--- src/rtl/frs_pkg.sv ---
// Shared types for the serial flash read sequencer.
// Assumes nothing beyond IEEE 1800-2017 enum support.
package frs_pkg;

    typedef enum logic [1:0] {
        ST_IDLE = 2'd0,
        ST_XFER = 2'd1,
        ST_GAP  = 2'd2
    } frs_state_e;

    typedef enum logic [1:0] {
        PH_CMD_ADDR = 2'd0,
        PH_LATENCY  = 2'd1,
        PH_DATA     = 2'd2
    } frs_phase_e;

    // Training pattern takes four cycles plus one turnaround cycle.
    localparam int DLP_MIN_DUMMY = 5;

    // Opcode plus the widest address, in bits.
    localparam int TX_BITS = 40;

endpackage

--- src/rtl/frs_half_timer.sv ---
// Half-period timer for the serial clock.
// Counts system clocks while run is high and fires tick on the last clock
// of each half period (div+1 clocks long). hold freezes the count, which
// stretches the current half. Assumes div is stable while run is high.
module frs_half_timer #(
    parameter int DIV_W = 8
) (
    input  logic             clk,
    input  logic             rst_n,
    input  logic             run,
    input  logic             hold,
    input  logic [DIV_W-1:0] div,
    output logic             tick
);

    logic [DIV_W-1:0] cnt_q;
    logic             at_end;

    assign at_end = (cnt_q == div);
    assign tick   = run && !hold && at_end;

    // Count clocks inside the current half period; restart when idle.
    always_ff @(posedge clk) begin
        if (!rst_n) begin
            cnt_q <= '0;
        end else if (!run) begin
            cnt_q <= '0;
        end else if (!hold) begin
            cnt_q <= at_end ? '0 : cnt_q + DIV_W'(1);
        end
    end

endmodule

--- src/rtl/frs_rx_byte.sv ---
// Byte assembler and one-entry output register.
// Shifts in one bit per sample strobe, MSB first. On the strobe flagged as
// last_bit the full byte is loaded into the output register. Assumes the
// caller never strobes a last bit while the register is full and not taken.
module frs_rx_byte (
    input  logic       clk,
    input  logic       rst_n,
    input  logic       sample,
    input  logic       din,
    input  logic       last_bit,
    input  logic       out_ready,
    output logic [7:0] out_data,
    output logic       out_valid
);

    logic [6:0] part_q;
    logic       load;

    assign load = sample && last_bit;

    // Collect the leading seven bits of the byte in flight.
    always_ff @(posedge clk) begin
        if (!rst_n) begin
            part_q <= '0;
        end else if (sample) begin
            part_q <= {part_q[5:0], din};
        end
    end

    // Present a finished byte and hold it until the consumer takes it.
    always_ff @(posedge clk) begin
        if (!rst_n) begin
            out_data  <= '0;
            out_valid <= 1'b0;
        end else if (load) begin
            out_data  <= {part_q, din};
            out_valid <= 1'b1;
        end else if (out_ready) begin
            out_valid <= 1'b0;
        end
    end

    AST_HELD_BYTE_STABLE: assert property (@(posedge clk) disable iff (!rst_n) (out_valid && !out_ready) |=> (out_valid && $stable(out_data)));
    AST_LOAD_INTO_FREE: assert property (@(posedge clk) disable iff (!rst_n) load |-> !(out_valid && !out_ready));

endmodule

--- src/rtl/flash_rd_seq.sv ---
// Host-side serial flash read sequencer (single data lane, mode 0).
// Accepts one read request, drives opcode and address MSB first, lets the
// programmed latency cycles pass with the driver released, captures data
// bytes and streams them out, then ends the transfer and guards chip select.
// Assumes miso changes only after falling sck edges.
module flash_rd_seq
    import frs_pkg::*;
#(
    parameter int DIV_W   = 8,
    parameter int LEN_W   = 16,
    parameter int DUMMY_W = 5,
    parameter int CS_GAP  = 4
) (
    input  logic               clk,
    input  logic               rst_n,
    input  logic [DIV_W-1:0]   cfg_div,
    input  logic               req_valid,
    output logic               req_ready,
    input  logic [7:0]         req_opcode,
    input  logic [31:0]        req_addr,
    input  logic               req_addr4,
    input  logic [DUMMY_W-1:0] req_dummy,
    input  logic               req_dlp,
    input  logic [LEN_W-1:0]   req_len,
    output logic               req_err,
    input  logic               abort_req,
    output logic               sck,
    output logic               cs_n,
    output logic               mosi,
    output logic               mosi_oe,
    input  logic               miso,
    output logic [7:0]         rd_data,
    output logic               rd_valid,
    input  logic               rd_ready
);

    localparam int CNT_W = (DUMMY_W > 6) ? DUMMY_W : 6;
    localparam int GAP_W = (CS_GAP > 1) ? $clog2(CS_GAP) : 1;

    frs_state_e           state_q;
    frs_phase_e           phase_q;
    logic                 sck_q;
    logic                 cs_n_q;
    logic                 oe_q;
    logic                 err_q;
    logic                 abort_q;
    logic [TX_BITS-1:0]   tx_q;
    logic [CNT_W-1:0]     cnt_q;
    logic [2:0]           bit_q;
    logic [LEN_W-1:0]     left_q;
    logic [DIV_W-1:0]     div_q;
    logic [DUMMY_W-1:0]   dummy_q;
    logic [GAP_W-1:0]     gap_q;

    logic tick, hold, rise, slot_end, in_xfer, in_data, req_bad;

    assign in_xfer  = (state_q == ST_XFER);
    assign in_data  = in_xfer && (phase_q == PH_DATA);
    // Stall before the last bit of a byte while the output is still occupied.
    assign hold     = in_data && !sck_q && (bit_q == 3'd7) && rd_valid && !rd_ready;
    assign rise     = tick && !sck_q;
    assign slot_end = tick && sck_q;
    assign req_bad  = (req_len == '0) || (req_dlp && (int'(req_dummy) < DLP_MIN_DUMMY));

    assign req_ready = (state_q == ST_IDLE);
    assign req_err   = err_q;
    assign sck       = sck_q;
    assign cs_n      = cs_n_q;
    assign mosi_oe   = oe_q;
    assign mosi      = oe_q ? tx_q[TX_BITS-1] : 1'b0;

    frs_half_timer #(.DIV_W(DIV_W)) i_timer (
        .clk  (clk),
        .rst_n(rst_n),
        .run  (in_xfer),
        .hold (hold),
        .div  (div_q),
        .tick (tick)
    );

    frs_rx_byte i_rx (
        .clk      (clk),
        .rst_n    (rst_n),
        .sample   (rise && in_data),
        .din      (miso),
        .last_bit (bit_q == 3'd7),
        .out_ready(rd_ready),
        .out_data (rd_data),
        .out_valid(rd_valid)
    );

    // Sequence one read: accept, shift out, latency, capture, end and guard.
    always_ff @(posedge clk) begin
        if (!rst_n) begin
            state_q <= ST_IDLE;
            phase_q <= PH_CMD_ADDR;
            sck_q   <= 1'b0;
            cs_n_q  <= 1'b1;
            oe_q    <= 1'b0;
            err_q   <= 1'b0;
            abort_q <= 1'b0;
            tx_q    <= '0;
            cnt_q   <= '0;
            bit_q   <= '0;
            left_q  <= '0;
            div_q   <= '0;
            dummy_q <= '0;
            gap_q   <= '0;
        end else begin
            err_q <= 1'b0;
            case (state_q)
                ST_IDLE: begin
                    if (req_valid && req_bad) begin
                        err_q <= 1'b1;
                    end else if (req_valid) begin
                        state_q <= ST_XFER;
                        phase_q <= PH_CMD_ADDR;
                        cs_n_q  <= 1'b0;
                        oe_q    <= 1'b1;
                        sck_q   <= 1'b0;
                        abort_q <= 1'b0;
                        tx_q    <= req_addr4 ? {req_opcode, req_addr}
                                             : {req_opcode, req_addr[23:0], 8'h00};
                        cnt_q   <= req_addr4 ? CNT_W'(39) : CNT_W'(31);
                        bit_q   <= '0;
                        left_q  <= req_len;
                        div_q   <= cfg_div;
                        dummy_q <= req_dummy;
                    end
                end
                ST_XFER: begin
                    if (abort_req) begin
                        abort_q <= 1'b1;
                    end
                    if (rise) begin
                        sck_q <= 1'b1;
                    end else if (slot_end) begin
                        sck_q <= 1'b0;
                        case (phase_q)
                            PH_CMD_ADDR: begin
                                if (cnt_q == '0) begin
                                    oe_q <= 1'b0;
                                    if (dummy_q != '0) begin
                                        phase_q <= PH_LATENCY;
                                        cnt_q   <= CNT_W'(dummy_q) - CNT_W'(1);
                                    end else begin
                                        phase_q <= PH_DATA;
                                    end
                                end else begin
                                    cnt_q <= cnt_q - CNT_W'(1);
                                    tx_q  <= {tx_q[TX_BITS-2:0], 1'b0};
                                end
                            end
                            PH_LATENCY: begin
                                if (cnt_q == '0) begin
                                    phase_q <= PH_DATA;
                                end else begin
                                    cnt_q <= cnt_q - CNT_W'(1);
                                end
                            end
                            default: begin
                                if (abort_q || ((bit_q == 3'd7) && (left_q == LEN_W'(1)))) begin
                                    cs_n_q  <= 1'b1;
                                    state_q <= ST_GAP;
                                    gap_q   <= '0;
                                end else begin
                                    bit_q <= bit_q + 3'd1;
                                    if (bit_q == 3'd7) begin
                                        left_q <= left_q - LEN_W'(1);
                                    end
                                end
                            end
                        endcase
                    end
                end
                default: begin
                    if (gap_q == GAP_W'(CS_GAP - 1)) begin
                        state_q <= ST_IDLE;
                    end else begin
                        gap_q <= gap_q + GAP_W'(1);
                    end
                end
            endcase
        end
    end

    AST_SCK_LOW_WHEN_DESELECTED: assert property (@(posedge clk) disable iff (!rst_n) cs_n |-> !sck);
    AST_MOSI_STILL_WHILE_HIGH: assert property (@(posedge clk) disable iff (!rst_n) (sck && $past(sck)) |-> $stable(mosi));
    AST_DRIVER_RELEASED: assert property (@(posedge clk) disable iff (!rst_n) (in_xfer && (phase_q != PH_CMD_ADDR)) |-> !mosi_oe);
    AST_GAP_HOLD: assert property (@(posedge clk) disable iff (!rst_n) $rose(cs_n) |=> (cs_n && !req_ready));
    AST_CS_RISES_IN_DATA: assert property (@(posedge clk) disable iff (!rst_n) $rose(cs_n) |-> ($past(phase_q) == PH_DATA));
    AST_REFUSE_SHORT_LATENCY: assert property (@(posedge clk) disable iff (!rst_n) (req_valid && req_ready && req_dlp && (int'(req_dummy) < DLP_MIN_DUMMY)) |=> (req_err && cs_n));

endmodule

--- config.mk ---
export PLATFORM = sky130hd
export DESIGN_NAME = flash_rd_seq
export DESIGN_NICKNAME = d
export VERILOG_FILES = /design/src/rtl/frs_pkg.sv /design/src/rtl/frs_half_timer.sv /design/src/rtl/frs_rx_byte.sv /design/src/rtl/flash_rd_seq.sv
export SDC_FILE = /design/constraint.sdc
export NUM_CORES = 1
export LEC_CHECK = 0
export ABC_AREA = 1
export BUFFER_PORTS_ARGS = -buffer_cell sky130_fd_sc_hd__buf_2
export CAP_MARGIN = 20
export CORE_MARGIN = 2
export CORE_UTILIZATION = 62
export DETAILED_ROUTE_END_ITERATION = 6
export PLACE_DENSITY = 0.84
export SKIP_CTS_REPAIR_TIMING = 1
export SLEW_MARGIN = 5
export SYNTH_ARGS = -nofsm -noshare
export SYNTH_HDL_FRONTEND = slang
export SYNTH_SLANG_ARGS = --single-unit
--- constraint.sdc ---
create_clock -name clk -period 4.4 [get_ports clk]
set_clock_uncertainty 0.2 [all_clocks]
set_input_delay 0.44 -clock clk [delete_from_list [all_inputs] [get_ports clk]]
set_output_delay 0.44 -clock clk [all_outputs]
set_load 0.1 [all_outputs]
==> flow_metrics.tcl <==
set metrics [dict create \
    grt_pass1_wl_microns 26100 \
    synth-seq-area-share 0.362 \
    dr.pass1.iters 7 \
    path_buf_inv 3 \
    final_common_cell "nand2_1" \
    violations "design-rule violations" \
    synth.cell_area_sq_um 6260 \
    crit_required_ns 4.65 \
    slowest_delay_ns 0.76 \
    cp_max_fo 41 \
    grt_antenna_before_repair 0 \
    die_w_microns 104 \
    cp_top_family "simple AND/OR/NAND/NOR gates" \
    die_area_sq_um 10900 \
    tightest_slew_ns 0.929 \
    worstHoldPathType "in2reg" \
    finalCritPeriodShare 0.654 \
    clock_sinks 113 \
    regArea_sq_um 2260 \
    power.density_nw_per_um2 465 \
    layout_common_cells "nand2_1 (279), nor2_1 (121), dfxtp_1 (113)" \
    worstSetupPathType "reg2reg" \
    period_needed_ns 2.88 \
    cts.path.max_buffers 2 \
    wl_per_cell_microns 13.1 \
    grt_use_met2 0.477 \
    startpoint_type "flip-flop" \
    ys_seq_elements 113 \
    wirelength_microns 15400 \
    met3_usage 0.0533 \
    place_hpwl_microns 9840 \
    grt_max_degree 64 \
    place_ws_ns 1.61 \
    syn2layout_area_growth_pct 16.5 \
    timing.hold.ws_ns 0.00114 \
    power_mw 3.39 \
    drive_gt1_frac 0.154 \
    clk_pin_slew_ns 0.06 \
    io_pins 92 \
    fin_ws_ns 1.52 \
    hold_viol 0 \
    rows 36 \
    tritoncts "yes" \
    grt-ovfl-total 0 \
    switching_power_mw 1.14 \
    cp_data_arrival_time_ns 3.13 \
    multiInputGateArea_sq_um 3440 \
    fin_nets 1119 \
    numPortBuffers 91 \
    gp_congestion 0.852 \
    core_sq_um 9770 \
    max-cap-violations 0 \
    relSlewSlack 0.379 \
    grt_pass1_vias 5769 \
    initial_utilization 0.640 \
    syn_nets 1047 \
    comb_power_share 0.257 \
    rsz0062_at_grt "false" \
    syn_area_per_cell_sq_um 6.51 \
    max_freq_ghz 0.347 \
    antenna_left 0 \
    status "complete, but fails checks" \
    die_h_microns 104 \
    syn_inst 961 \
    path_cells "inv_2 > nor2_4 > inv_4 > a21oi_1 > nor2_4 > nand3_2 > buf_4 > nand2_1 > nand2_1 > nor2_1" \
    setup_viol 0 \
    use_met1 0.373 \
    internal_power_mw 2.24 \
    p_leak_nw 3.30 \
    grt.total_usage 0.287 \
    nFillCells 805 \
    drcViolationCount 1 \
    finalSetupTns_ns 0 \
    via_per_inst 5.34 \
    grt_busiest_layer "met2" \
    netlist-cell-type-count 37 \
    peakVddDrop_mv 0.300 \
    dr_total_vias 6297 \
    yosys_warnings 0 \
    cp-end-kind "flip-flop" \
    cts_made_buffers 17 \
    cpMaxStageDelayCell "nor2_4" \
    clockRootBuffer "clkbuf_8" \
    drt_iter0_drc 491 \
    pwr-share-seq 0.354 \
    h-tree-depth 4 \
    slew_viol_final 0 \
    power.share.clock 0.389 \
    n_antenna_cell 0 \
    clock_latency_ns 0.52 \
    p_sw_frac 0.337 \
    fin_util 0.746 \
]
-- metrics by stage --
stage	area (sq um)	std cells
5_1_grt	7290	1179
3_3_place_gp	6670	1144
3_5_place_dp	6670	1144
2_1_floorplan	6260	961
6_report	7290	1179
4_1_cts	7250	1176
-- sequential cells by signal, indices dropped and copies added, names as in the netlist --
name / flops
i_rx.out_data: 8
i_timer.cnt_q: 8
left_q: 16
i_rx.part_q: 7
tx_q: 40
cs_n: 1
bit_q: 3
sck: 1
state_q: 2
cnt_q: 6
i_rx.out_valid: 1
gap_q: 2
dummy_q: 5
abort_q: 1
div_q: 8
req_err: 1
mosi_oe: 1
phase_q: 2
-- layout make-up --
cell class | count | share of cell area
clock inverter | 12 | 0.0184
tap | 133 | 0.0228
multi-input combinational | 721 | 0.472
inverter | 80 | 0.0417
timing repair buffer | 100 | 0.0735
clock buffer | 20 | 0.0611
sequential | 113 | 0.310
-- layer usage --
layer / wire, microns / part of all wire / up-vias
li1: - / - / 3252
met1: 6710 / 0.44 / 2802
met2: 7420 / 0.48 / 215
met3: 977 / 0.063 / 28
met4: 282 / 0.018 / 0
met5: 0 / 0 / -
-- power by group through the flow --
stage	clock network, mW	logic, mW	registers, mW
finish	1.32	0.870	1.20
global route	1.38	0.985	1.21
CTS	1.32	0.859	1.20
detailed placement	0	0.844	1.22
global placement	0	0.828	1.21
floorplan	0	0.664	1.23
-- synthesized netlist by cell type --
master / number / area [sq um]
nand2_1: 279 / 1050
nor2_1: 122 / 458
dfxtp_1: 113 / 2260
nand3_1: 103 / 515
a21oi_1: 76 / 380
inv_1: 71 / 267
o21ai_0: 48 / 240
clkbuf_1: 18 / 67.6
buf_2: 17 / 85.1
nand4_1: 12 / 75.1
xor2_1: 11 / 96.3
buf_4: 9 / 67.6
ha_1: 9 / 113
o211ai_1: 8 / 60.1
a32o_1: 7 / 70.1
inv_2: 6 / 22.5
nor2_4: 6 / 67.6
nor3_1: 6 / 30.0
nand2_2: 4 / 25.0
a22oi_1: 3 / 22.5
buf_6: 3 / 33.8
nand2_4: 3 / 33.8
nand3b_1: 3 / 22.5
nor2_2: 3 / 18.8
or2_2: 3 / 18.8
xnor2_1: 3 / 26.3
mux2i_1: 2 / 20.0
nand3_4: 2 / 35.0
nor3b_1: 2 / 15.0
o22ai_1: 2 / 12.5
a211oi_1: 1 / 7.51
a31o_2: 1 / 8.76
clkinv_1: 1 / 3.75
clkinv_2: 1 / 5.00
inv_4: 1 / 6.26
nand3_2: 1 / 10.0
o31ai_1: 1 / 7.51
-- worst register-to-register path, delay by kind of cell, from the launching register on --
kind,cells,cell delay (ns)
AOI/OAI and AO/OA,1,0.19
and+or+nand+nor,6,1.27
buffers and inverters,3,0.75
DFF,1,0.40
-- kinds of logic (layout without fill, tap and decap cells) --
logic type                 after synthesis  in the layout  share of synthesized area
AOI/OAI and AO/OA                      147            147                      0.129
xor gates and xnor gates                14             14                     0.0196
adders and majority gates                9              9                     0.0180
buffers and inverters                  127            212                     0.0892
DFF                                    113            113                      0.362
muxes                                    2              2                    0.00320
and+or+nand+nor                        549            549                      0.379
-- path summary, 6_finish.rpt --
check,depth (start not counted),slack (ns),endpoint,startpoint
hold / removal,3,0.001,div_q[3]$_SDFFE_PN0P_,cfg_div[3]
setup reg to reg,10,1.52,tx_q[0]$_SDFFE_PN0P_,state_q[0]$_SDFFE_PN0P_
hold reg to reg,2,0.25,i_rx.part_q[6]$_SDFFE_PN0P_,i_rx.part_q[6]$_SDFFE_PN0P_
setup / recovery,10,1.52,tx_q[0]$_SDFFE_PN0P_,state_q[0]$_SDFFE_PN0P_
No activity file was read; power rests on OpenSTA's default activity.
